`config.mk`:
```
export PLATFORM = sky130hd
export DESIGN_NAME = sar_conv_seq
export DESIGN_NICKNAME = d
export VERILOG_FILES = /design/src/rtl/sar_pkg.sv /design/src/rtl/sar_timing.sv /design/src/rtl/sar_bits.sv /design/src/rtl/sar_ctrl.sv /design/src/rtl/sar_conv_seq.sv
export SDC_FILE = /design/constraint.sdc
export NUM_CORES = 1
export LEC_CHECK = 0
export ABC_AREA = 1
export BUFFER_PORTS_ARGS = -buffer_cell sky130_fd_sc_hd__buf_2
export CAP_MARGIN = 5
export CORE_ASPECT_RATIO = 2
export CORE_UTILIZATION = 50
export DETAILED_ROUTE_END_ITERATION = 6
export PLACE_DENSITY = 0.7
export SLEW_MARGIN = 10
export SYNTH_ARGS = -nofsm -noshare
export SYNTH_HDL_FRONTEND = slang
export SYNTH_SLANG_ARGS = --single-unit
```
`constraint.sdc`:
```
create_clock -name clk -period 5.8 [get_ports clk]
set_input_delay 0.29 -clock clk [delete_from_list [all_inputs] [get_ports clk]]
set_output_delay 0.29 -clock clk [all_outputs]
set_load 0.03 [all_outputs]
```
`src/rtl/sar_pkg.sv`:
```
package sar_pkg;

   typedef struct packed {
      logic [7:0] smp;
      logic [7:0] tot;
      logic       legal;
   } speed_t;

   // speed code -> sample / total cycle counts
   function automatic speed_t speed_lookup(input logic [2:0] code);
      speed_t s;
      case (code)
         3'b000:  s = '{smp: 8'd12,  tot: 8'd36,  legal: 1'b1};
         3'b100:  s = '{smp: 8'd24,  tot: 8'd72,  legal: 1'b1};
         3'b110:  s = '{smp: 8'd48,  tot: 8'd144, legal: 1'b1};
         3'b010:  s = '{smp: 8'd96,  tot: 8'd144, legal: 1'b1};
         3'b101:  s = '{smp: 8'd88,  tot: 8'd112, legal: 1'b1};
         3'b001:  s = '{smp: 8'd176, tot: 8'd224, legal: 1'b1};
         default: s = '{smp: 8'd1,   tot: 8'd2,   legal: 1'b0};
      endcase
      return s;
   endfunction

   localparam int MIN_CMP_CYC = 24;  // shortest compare phase in the table

endpackage

```
`src/rtl/sar_timing.sv`:
```
module sar_timing
   import sar_pkg::*;
#(
   parameter int RES_W = 10,
   parameter int CNT_W = 8
) (
   input  logic [2:0]       code,
   output logic [CNT_W-1:0] smp_len,
   output logic [CNT_W-1:0] tot_len,
   output logic [CNT_W-1:0] slot_len
);
   speed_t sp;

   always_comb begin
      sp       = speed_lookup(code);
      smp_len  = CNT_W'(sp.smp);
      tot_len  = CNT_W'(sp.tot);
      slot_len = CNT_W'((sp.tot - sp.smp) / 8'(RES_W));
   end

endmodule

```
`src/rtl/sar_bits.sv`:
```
module sar_bits #(
   parameter int RES_W = 10
) (
   input  logic             clk,
   input  logic             rst_n,
   input  logic             clear,
   input  logic             decide,
   input  logic             cmp,
   output logic [RES_W-1:0] sar_q,
   output logic [RES_W-1:0] sar_nxt,
   output logic [RES_W-1:0] ptr_q
);
   for (genvar i = 0; i < RES_W; i++) begin : g_bit
      localparam bit TOP = (i == RES_W - 1);
      logic ptr_in;

      if (TOP) begin : g_top
         assign ptr_in = 1'b0;
      end else begin : g_low
         assign ptr_in = ptr_q[i+1];
      end

      assign sar_nxt[i] = (decide && ptr_q[i]) ? cmp : sar_q[i];

      always_ff @(posedge clk or negedge rst_n) begin
         if (!rst_n) begin
            sar_q[i] <= 1'b0;
            ptr_q[i] <= TOP;
         end else if (clear) begin
            sar_q[i] <= 1'b0;
            ptr_q[i] <= TOP;
         end else if (decide) begin
            sar_q[i] <= sar_nxt[i];
            ptr_q[i] <= ptr_in;
         end
      end
   end

endmodule

```
`src/rtl/sar_ctrl.sv`:
```
module sar_ctrl #(
   parameter int RES_W = 10,
   parameter int CNT_W = 8
) (
   input  logic             clk,
   input  logic             rst_n,
   input  logic             go,
   input  logic             kill,
   input  logic             en_new,
   input  logic             cmp_in,
   input  logic [CNT_W-1:0] smp_len,
   input  logic [CNT_W-1:0] tot_len,
   input  logic [CNT_W-1:0] slot_len,
   output logic             run_q,
   output logic             sample,
   output logic [RES_W-1:0] trial,
   output logic             done_q,
   output logic [RES_W-1:0] result_q,
   output logic             ok_q
);
   logic [CNT_W-1:0] cnt_q, slot_q;
   logic             first_q;
   logic             last, in_cmp, decide, finish;
   logic [RES_W-1:0] sar_q, sar_nxt, ptr_q;

   assign last   = run_q && (cnt_q == tot_len - 1'b1);
   assign in_cmp = run_q && (cnt_q >= smp_len) && (|ptr_q);
   assign decide = in_cmp && (slot_q == slot_len - 1'b1);
   assign finish = last && !go && !kill;
   assign sample = run_q && (cnt_q < smp_len);
   assign trial  = sar_q | ptr_q;

   sar_bits #(.RES_W(RES_W)) u_bits (
      .clk    (clk),
      .rst_n  (rst_n),
      .clear  (go || kill || finish),
      .decide (decide),
      .cmp    (cmp_in),
      .sar_q  (sar_q),
      .sar_nxt(sar_nxt),
      .ptr_q  (ptr_q)
   );

   always_ff @(posedge clk or negedge rst_n) begin
      if (!rst_n) begin
         run_q    <= 1'b0;
         cnt_q    <= '0;
         slot_q   <= '0;
         first_q  <= 1'b0;
         done_q   <= 1'b0;
         result_q <= '0;
         ok_q     <= 1'b0;
      end else begin
         done_q <= finish;
         if (kill) begin
            run_q  <= 1'b0;
            cnt_q  <= '0;
            slot_q <= '0;
         end else if (go) begin
            run_q   <= 1'b1;
            cnt_q   <= '0;
            slot_q  <= '0;
            first_q <= !en_new;
         end else if (run_q) begin
            if (last) begin
               cnt_q  <= '0;
               slot_q <= '0;
            end else begin
               cnt_q <= cnt_q + 1'b1;
               if (in_cmp)
                  slot_q <= decide ? '0 : slot_q + 1'b1;
            end
         end
         if (finish) begin
            result_q <= sar_nxt;
            ok_q     <= !first_q;
            first_q  <= 1'b0;
         end
      end
   end

endmodule

```
`src/rtl/sar_conv_seq.sv`:
```
module sar_conv_seq
   import sar_pkg::*;
#(
   parameter int RES_W = 10,
   parameter int CNT_W = 8
) (
   input  logic             clk,
   input  logic             rst_n,
   input  logic             wr_en,
   input  logic [7:0]       wr_data,
   input  logic             cmp_in,
   output logic [7:0]       mode_o,
   output logic             sample_o,
   output logic [RES_W-1:0] trial_o,
   output logic             busy_o,
   output logic             done_o,
   output logic [RES_W-1:0] result_o,
   output logic             result_ok_o,
   output logic             err_o
);
   localparam logic [7:0] KEEP_MASK = 8'hB9;
   localparam logic [7:0] HALT_MASK = 8'h39;

   if (RES_W < 2 || RES_W > MIN_CMP_CYC) begin : g_chk_res
      $error("RES_W must lie in 2..%0d", MIN_CMP_CYC);
   end
   if (CNT_W < 8) begin : g_chk_cnt
      $error("CNT_W must hold the longest conversion");
   end

   logic [7:0]       mode_q;
   logic             err_q, run;
   logic             wr_legal, stop_req, bad_req, go_req;
   logic [CNT_W-1:0] smp_len, tot_len, slot_len;
   speed_t           wr_sp;

   always_comb begin
      wr_sp    = speed_lookup(wr_data[5:3]);
      wr_legal = wr_sp.legal;
      stop_req = wr_en && !wr_data[7];
      bad_req  = wr_en && wr_data[7] && !wr_legal;
      go_req   = wr_en && wr_data[7] && wr_legal &&
                 (!run || (wr_data[5:3] != mode_q[5:3]));
   end

   always_ff @(posedge clk or negedge rst_n) begin
      if (!rst_n) begin
         mode_q <= '0;
         err_q  <= 1'b0;
      end else if (wr_en) begin
         mode_q <= wr_data & (bad_req ? HALT_MASK : KEEP_MASK);
         err_q  <= bad_req;
      end
   end

   sar_timing #(.RES_W(RES_W), .CNT_W(CNT_W)) u_timing (
      .code    (mode_q[5:3]),
      .smp_len (smp_len),
      .tot_len (tot_len),
      .slot_len(slot_len)
   );

   sar_ctrl #(.RES_W(RES_W), .CNT_W(CNT_W)) u_ctrl (
      .clk     (clk),
      .rst_n   (rst_n),
      .go      (go_req),
      .kill    (stop_req || bad_req),
      .en_new  (wr_data[0]),
      .cmp_in  (cmp_in),
      .smp_len (smp_len),
      .tot_len (tot_len),
      .slot_len(slot_len),
      .run_q   (run),
      .sample  (sample_o),
      .trial   (trial_o),
      .done_q  (done_o),
      .result_q(result_o),
      .ok_q    (result_ok_o)
   );

   assign mode_o = mode_q;
   assign busy_o = run;
   assign err_o  = err_q;

endmodule

```
==> results of run 1 <==
## cell usage after synthesis (10+ instances only)
cell type,instances
nand2_1,130
inv_1,56
dfrtp_1,55
nor2_1,44
nand3_1,41
a21oi_1,21
nand4_1,21
nand3_2,17
o21ai_0,14
xor2_1,14
ha_1,13
nand2_2,13
or2_2,12
o21ai_1,10
## layer usage
metal	up-vias	part of all wire
met3	18	0.020
li1	1777	-
met2	52	0.58
met4	0	0.033
met1	1703	0.36
met5	-	0
## metrics by stage
step / worst slack, ns / cells
2_1_floorplan: 1.93 / 526
3_3_place_gp: 1.47 / 649
3_5_place_dp: 1.39 / 649
4_1_cts: 1.33 / 657
5_1_grt: 0.806 / 657
6_report: 1.33 / 657
## worst paths after layout
path / start / end / slack, ns / cells after the start
min in group clk: wr_data[0] / mode_o[0] / 0.21 / 3
setup reg to reg: mode_o[3] / u_ctrl.u_bits.g_bit[1].ptr_in / 1.33 / 26
hold reg to reg: mode_o[0] / mode_o[0] / 0.47 / 2
max in group asynchronous: rst_n / u_ctrl.u_bits.sar_q[0] / 5.19 / 2
setup / recovery: mode_o[3] / u_ctrl.u_bits.g_bit[1].ptr_in / 1.33 / 26
hold / removal: rst_n / u_ctrl.slot_q[2] / 0.12 / 2
## power by group through the flow
stage,Sequential [mW],Combinational [mW],Clock (mW)
6_report,0.423,0.759,0.365
5_1_grt,0.425,0.857,0.383
4_1_cts,0.423,0.761,0.373
3_5_place_dp,0.430,0.758,0
3_3_place_gp,0.430,0.740,0
2_1_floorplan,0.440,0.587,0
## flip-flops by register name, indices dropped and copies added, names as in the netlist
register and cells:
u_ctrl.first_q 1, u_ctrl.u_bits.ptr_q 1, u_ctrl.run_q 1, u_ctrl.cnt_q 8, u_ctrl.done_q 1, u_ctrl.result_q 10, u_ctrl.slot_q 8, mode_o 5
u_ctrl.u_bits.g_bit.ptr_in 9, err_o 1, u_ctrl.u_bits.sar_q 10, u_ctrl.ok_q 1
## logic make-up after synthesis
family,share of synthesized area
buffers and inverters,0.0818
XOR/XNOR,0.0356
AND/OR/NAND/NOR,0.382
multiplexers,0.00257
AO/OA/AOI/OAI,0.0959
adder cells (fa/ha/maj),0.0417
flip-flops,0.360
other,0.000962
## worst max-delay path, delay by kind of cell, from the launching register on
family,cells,cell delay [ns]
simple gates,15,1.90
compound gates,5,0.97
buf+inv,5,0.56
flops,1,0.48
fa+ha+maj,1,0.38
## layout make-up
cell class / instances / area (um^2) / share of cell area
clock buffers: 7 / 153 / 0.0350
clock inverters: 1 / 30.0 / 0.00689
inverters: 63 / 236 / 0.0542
multi-input cells: 392 / 2190 / 0.501
flip-flops and latches: 56 / 1400 / 0.322
well taps: 94 / 118 / 0.0270
repair buffers: 44 / 235 / 0.0539
==> out/metrics.csv, run 1 <==
stage;metric;value;unit
outcome;status;finished clean;
detailed_routing;total wire length;8940;um
final_layout;Fillers;758;
power;pwr/cell area;355;nW/um^2
logic_synthesis;Synth Flop Type;dfrtp_1;
worst_setup_path;critical path class;flop to flop;
worst_setup_path;slowest CP cell;o21ai_2;
power;Net Sw Frac;0.439;
logic_synthesis;ys async rst share;1.00;
timing;final setup vio count;0;
timing;Final Skew;0.00837;ns
placement;post-DP HPWL;6880;um
grt;first-pass GRT wire length;15500;um
logic_synthesis;top cell type by total area after synthesis;dfrtp_1;
detailed_routing;DR pass1 iterations;4;
floorplan;die height;127;um
logic_synthesis;#FFs+latches synth;56;
power;Sequential Power Share;0.273;
detailed_routing;vias per cell;5.40;
logic_synthesis;Post-Synthesis Cells;524;
floorplan;# rows;45;
final_layout;Area growth, synth to finish;11.8;%
worst_setup_path;crit path capture type;flop;
timing;Period minus WS final;4.47;ns
final_layout;nets;587;
timing;fmax;224;MHz
grt;initial antenna violation count;0;
grt;GRT busiest layer;met2;
power;Internal Pwr Total;0.868;mW
worst_setup_path;worst-path fanout max;12;
logic_synthesis;Synth Warn #;0;
detailed_routing;Residual DRC;0;
final_layout;commonest non-fill, non-tap cells in the layout;130 x nand2_1, 56 x inv_1, 55 x dfrtp_1;
cts;clk sinks;56;
timing;Final Hold Vio Count;0;
timing;worst slew pin tran;0.716;ns
logic_synthesis;sequential fraction of the synthesis area;0.360;
final_layout;commonest non-fill, non-tap cell in the layout;nand2_1;
final_layout;Ant. Diodes;0;
final_layout;design area;4360;um^2
worst_setup_path;critical path required time;5.95;ns
logic_synthesis;Syn Area/Cell;7.44;um^2
timing;setup_tns;0;ns
timing;count of pins over their slew limit;0;
logic_synthesis;Synth Cell Area;3900;um^2
cts;TritonCTS buffer count;5;
worst_setup_path;startpoint types;flop;
cts;hold_buf cts;0;
timing;RSZ-0062 raised after global routing;false;
cts;Worst-path clk slew;0.07;ns
power;clock network power share;0.236;
power;Max IR drop VDD;0.000295;V
grt;GR Layer Usage met3;0.0216;
logic_synthesis;synth unique cells;44;
detailed_routing;DR vias;3550;
logic_synthesis;Post-synth EDFFs;0;
logic_synthesis;post-synth top area share;0.353;
cts;clk_lat worst skew;0.30;ns
placement;# port buffers;38;
grt;Total GRT Usage;0.241;
detailed_routing;DRT iter0 DRCs;172;
power;combinational fraction of design power;0.491;
floorplan;Initial Utilization;0.517;
grt;GR Layer Usage met1;0.242;
grt;vias in the first global route;3517;
cts;CTS tree;done;
grt;met2 usage;0.472;
worst_setup_path;Largest stage delay, worst path;0.49;ns
cts;maximum root-to-sink buffer count;2;
placement;placed cell area;4180;um^2
cts;H-tree Lvls;2;
grt;largest net degree at the start of global routing;57;
cts;post-cts repair resize count;0;
hold_path;Hold Path Class;primary input to async pin;
floorplan;Core Box Area;7540;um^2
power;total power draw;1.55;mW
final_layout;post-layout util;0.578;
floorplan;overall die width;64.5;um
placement;Placer Congestion;0.917;
cts;Post-CTS Setup Bufs;0;
flow_run;Max Cap Viol;0;
power;P_sw;0.678;mW
final_layout;share of cells above drive strength 1;0.210;
grt;gr ovfl total;0;
floorplan;full die area;8180;um^2
worst_setup_path;worst path arrival time;4.62;ns
timing;hold slack;0.118;ns
detailed_routing;average wire per standard cell;13.6;um
detailed_routing;ANT nets after route;0;
floorplan;num ports;45;
timing;Max-slew headroom;0.523;
cts;Root Buffer Master;clkbuf_16;
logic_synthesis;top post-synthesis cells by area;dfrtp_1 35%, nand2_1 13%, inv_1 5.4%;
power;cell leakage power;2.30;nW
timing;final worst-path cycle share;0.770;
(Power assumes the default switching activity.)
==> inputs of run 2 (changes only) <==
- ABC_AREA: 1 -> 0
- clock period: 5.8 -> 4.45 ns (I/O delays scaled with it)
==> run 2 against run 1 <==
  * Sequential share of layout area up 1.3 points
  * Global-route usage is essentially flat
  * Setup slack got worse by 1.0 ns
  * Clock skew down 0.0042 ns
  * Routed wire length down 1.9%
  * Critical endpoint is now u_ctrl.result_q[0]
==> out/metrics.csv, run 2 <==
stage;metric;value;unit
detailed_routing;Residual DRC;0;
cts;clk sinks;56;
detailed_routing;total wire length;8760;um
timing;Final Skew;0.00412;ns
final_layout;Ant. Diodes;0;
power;cell leakage power;1.89;nW
floorplan;Core Box Area;7210;um^2
worst_setup_path;CP top delay family;compound AO/OA/AOI/OAI gates;
hold_path;Hold Path Class;primary input to async pin;
worst_setup_path;critical path class;flop to flop;
floorplan;num ports;45;
timing;fmax;242;MHz
detailed_routing;ANT nets after route;0;
cts;maximum root-to-sink buffer count;2;
power;Net Sw Frac;0.395;
power;pwr/cell area;416;nW/um^2
worst_setup_path;slowest CP cell;dfrtp_1;
placement;Post-Place Cells;552;
placement;post-DP HPWL;6650;um
logic_synthesis;sequential fraction of the synthesis area;0.378;
logic_synthesis;top post-synthesis cells by area;dfrtp_1 37%, a21oi_1 4.9%, nand2_1 4.5%;
detailed_routing;DRT iter0 DRCs;194;
power;Internal Pwr Total;1.06;mW
final_layout;Area growth, synth to finish;13.2;%
logic_synthesis;Synth Cell Area;3710;um^2
worst_setup_path;CP cell instances;buf_4 > nand2b_1 > nor2_1 > a21oi_1 > ha_1 > and2_1 > o21a_1 > o211a_1 > a21oi_2 > buf_4 > nand3_2 > a211oi_2 > xnor2_1 > mux2i_2 > buf_4 > and3_1 > buf_4 > nand3_1 > a31oi_1;
worst_setup_path;Crit path top cell by count;buf_4;
worst_setup_path;worst-path fanout max;11;
worst_setup_path;critical path required time;4.67;ns
outcome;status;finished clean;
grt;largest net degree at the start of global routing;57;
logic_synthesis;synth unique cells;67;
flow_run;Max Cap Viol;0;
grt;Total GRT Usage;0.241;
cts;clk_lat worst skew;0.30;ns
timing;hold slack;0.0498;ns
logic_synthesis;#FFs+latches synth;56;
cts;Worst-path clk slew;0.07;ns
placement;# port buffers;38;
worst_setup_path;Buf+Inv Stages, Crit Path;4;
floorplan;die height;124;um
worst_setup_path;crit path capture type;flop;
timing;final worst-path cycle share;0.929;
worst_setup_path;startpoint types;flop;
cts;Root Buffer Master;clkbuf_16;
final_layout;Fillers;677;
detailed_routing;average wire per standard cell;15.6;um
final_layout;nets;493;
floorplan;Initial Utilization;0.514;
worst_setup_path;worst path arrival time;4.35;ns
power;Max IR drop VDD;0.000247;V
logic_synthesis;Synth Warn #;0;
logic_synthesis;count leader, synth;dfrtp_1;
placement;Placer Congestion;0.908;
grt;vias in the first global route;3286;
logic_synthesis;top cell type by total area after synthesis;dfrtp_1;
logic_synthesis;Post-Synthesis Cells;429;
logic_synthesis;Syn Area/Cell;8.64;um^2
timing;Period minus WS final;4.14;ns
logic_synthesis;most frequent cells after synthesis;55 x dfrtp_1, 44 x nand2_1, 36 x a21oi_1, 32 x nor2_1, 25 x inv_1;
timing;Final Hold Vio Count;0;
power;Sequential Power Share;0.350;
logic_synthesis;Synth Flop Type;dfrtp_1;
power;combinational fraction of design power;0.422;
floorplan;overall die width;62.9;um
timing;Max-slew headroom;0.258;
timing;count of pins over their slew limit;0;
final_layout;final std cells w/o fill;561;
grt;initial antenna violation count;0;
grt;gr ovfl total;0;
floorplan;full die area;7790;um^2
logic_synthesis;post-synth top area share;0.371;
logic_synthesis;ys async rst share;1.00;
floorplan;# rows;44;
worst_setup_path;Largest stage delay, worst path;0.41;ns
detailed_routing;vias per cell;5.88;
final_layout;commonest non-fill, non-tap cells in the layout;54 x dfrtp_1, 44 x nand2_1, 38 x buf_2;
final_layout;commonest non-fill, non-tap cell in the layout;dfrtp_1;
cts;H-tree Lvls;2;
detailed_routing;DR vias;3300;
cts;hold_buf cts;0;
timing;worst slew pin tran;1.11;ns
power;clock network power share;0.229;
cts;TritonCTS buffer count;5;
grt;first-pass GRT wire length;15000;um
detailed_routing;DR pass1 iterations;6;
logic_synthesis;Post-synth EDFFs;0;
timing;final setup vio count;0;
final_layout;share of cells above drive strength 1;0.239;
cts;CTS tree;done;
power;P_sw;0.690;mW
run 2: logic make-up (layout without fill, tap and decap cells):
group	Yosys count	after routing	share of synthesized area
simple gates	161	161	0.233
compound gates	122	122	0.216
xor+xnor	19	19	0.0469
mux	5	5	0.0148
flops	56	56	0.378
other cells	1	3	0.00101
buf+inv	50	88	0.0614
fa+ha+maj	15	15	0.0493
run 2: path summary, 6_finish.rpt:
| check | slack [ns] | to | cells past startpoint | from |
|---|---|---|---|---|
| setup reg to reg | 0.31 | u_ctrl.result_q[0] | 19 | mode_o[3] |
| hold reg to reg | 0.48 | u_ctrl.ok_q | 1 | u_ctrl.first_q |
| hold / removal | 0.05 | u_ctrl.slot_q[6] | 2 | rst_n |
| max in group asynchronous | 3.88 | mode_o[4] | 2 | rst_n |
| min in group clk | 0.12 | u_ctrl.first_q | 2 | wr_data[0] |
| setup / recovery | 0.31 | u_ctrl.result_q[0] | 19 | mode_o[3] |
run 2: through the flow:
stage | util | instance area [um^2] | setup TNS (ns) | power (mW) | setup slack (ns)
floorplan | - | 3720 | 0 | 1.16 | 0.447
global placement | 0.556 | 4010 | 0 | 1.31 | 0.291
detailed placement | 0.556 | 4010 | 0 | 1.33 | 0.210
CTS | 0.576 | 4160 | 0 | 1.73 | 0.202
global route | 0.582 | 4200 | -0.0410 | 1.86 | -0.0237
finish | 0.582 | 4200 | 0 | 1.75 | 0.314
run 2: layout make-up:
class | count | area (um^2) | area share
Clock buffer | 5 | 125 | 0.0298
Multi-Input combinational cell | 325 | 2120 | 0.505
Clock inverter | 3 | 22.5 | 0.00537
Sequential cell | 56 | 1400 | 0.335
Tap cell | 92 | 115 | 0.0274
Timing Repair Buffer | 55 | 318 | 0.0757
Inverter | 25 | 93.8 | 0.0224
run 2: routing by layer:
metal,wire [um],vias up,GRT usage
li1,-,1602,-
met1,3480,1605,0.256
met2,4840,70,0.460
met3,160,23,0.0201
met4,281,0,0.132
met5,0,-,0
run 2: worst reg2reg max path, cell delays in order (launching register included):
cell      delay [ns]
dfrtp_1         0.41
buf_4           0.21
nand2b_1        0.14
nor2_1          0.04
a21oi_1         0.22
ha_1            0.33
and2_1          0.23
o21a_1          0.19
o211a_1         0.25
a21oi_2         0.23
buf_4           0.20
nand3_2         0.09
a211oi_2        0.23
xnor2_1         0.18
mux2i_2         0.30
buf_4           0.16
and3_1          0.14
buf_4           0.21
nand3_1         0.12
a31oi_1         0.17
run 2: what timing repair did:
item / in CTS / in global routing
gates resized for setup: 0 / 8
setup buffers: 0 / 1
endpoints found under the setup margin: 0 / 34
run 2: power by group through the flow:
stage / Clock, mW / Combinational [mW] / Sequential, mW
final: 0.399 / 0.736 / 0.610
after global routing: 0.422 / 0.815 / 0.618
after CTS: 0.407 / 0.710 / 0.609
after detailed placement: 0 / 0.708 / 0.619
after global placement: 0 / 0.694 / 0.617
after floorplan: 0 / 0.479 / 0.684
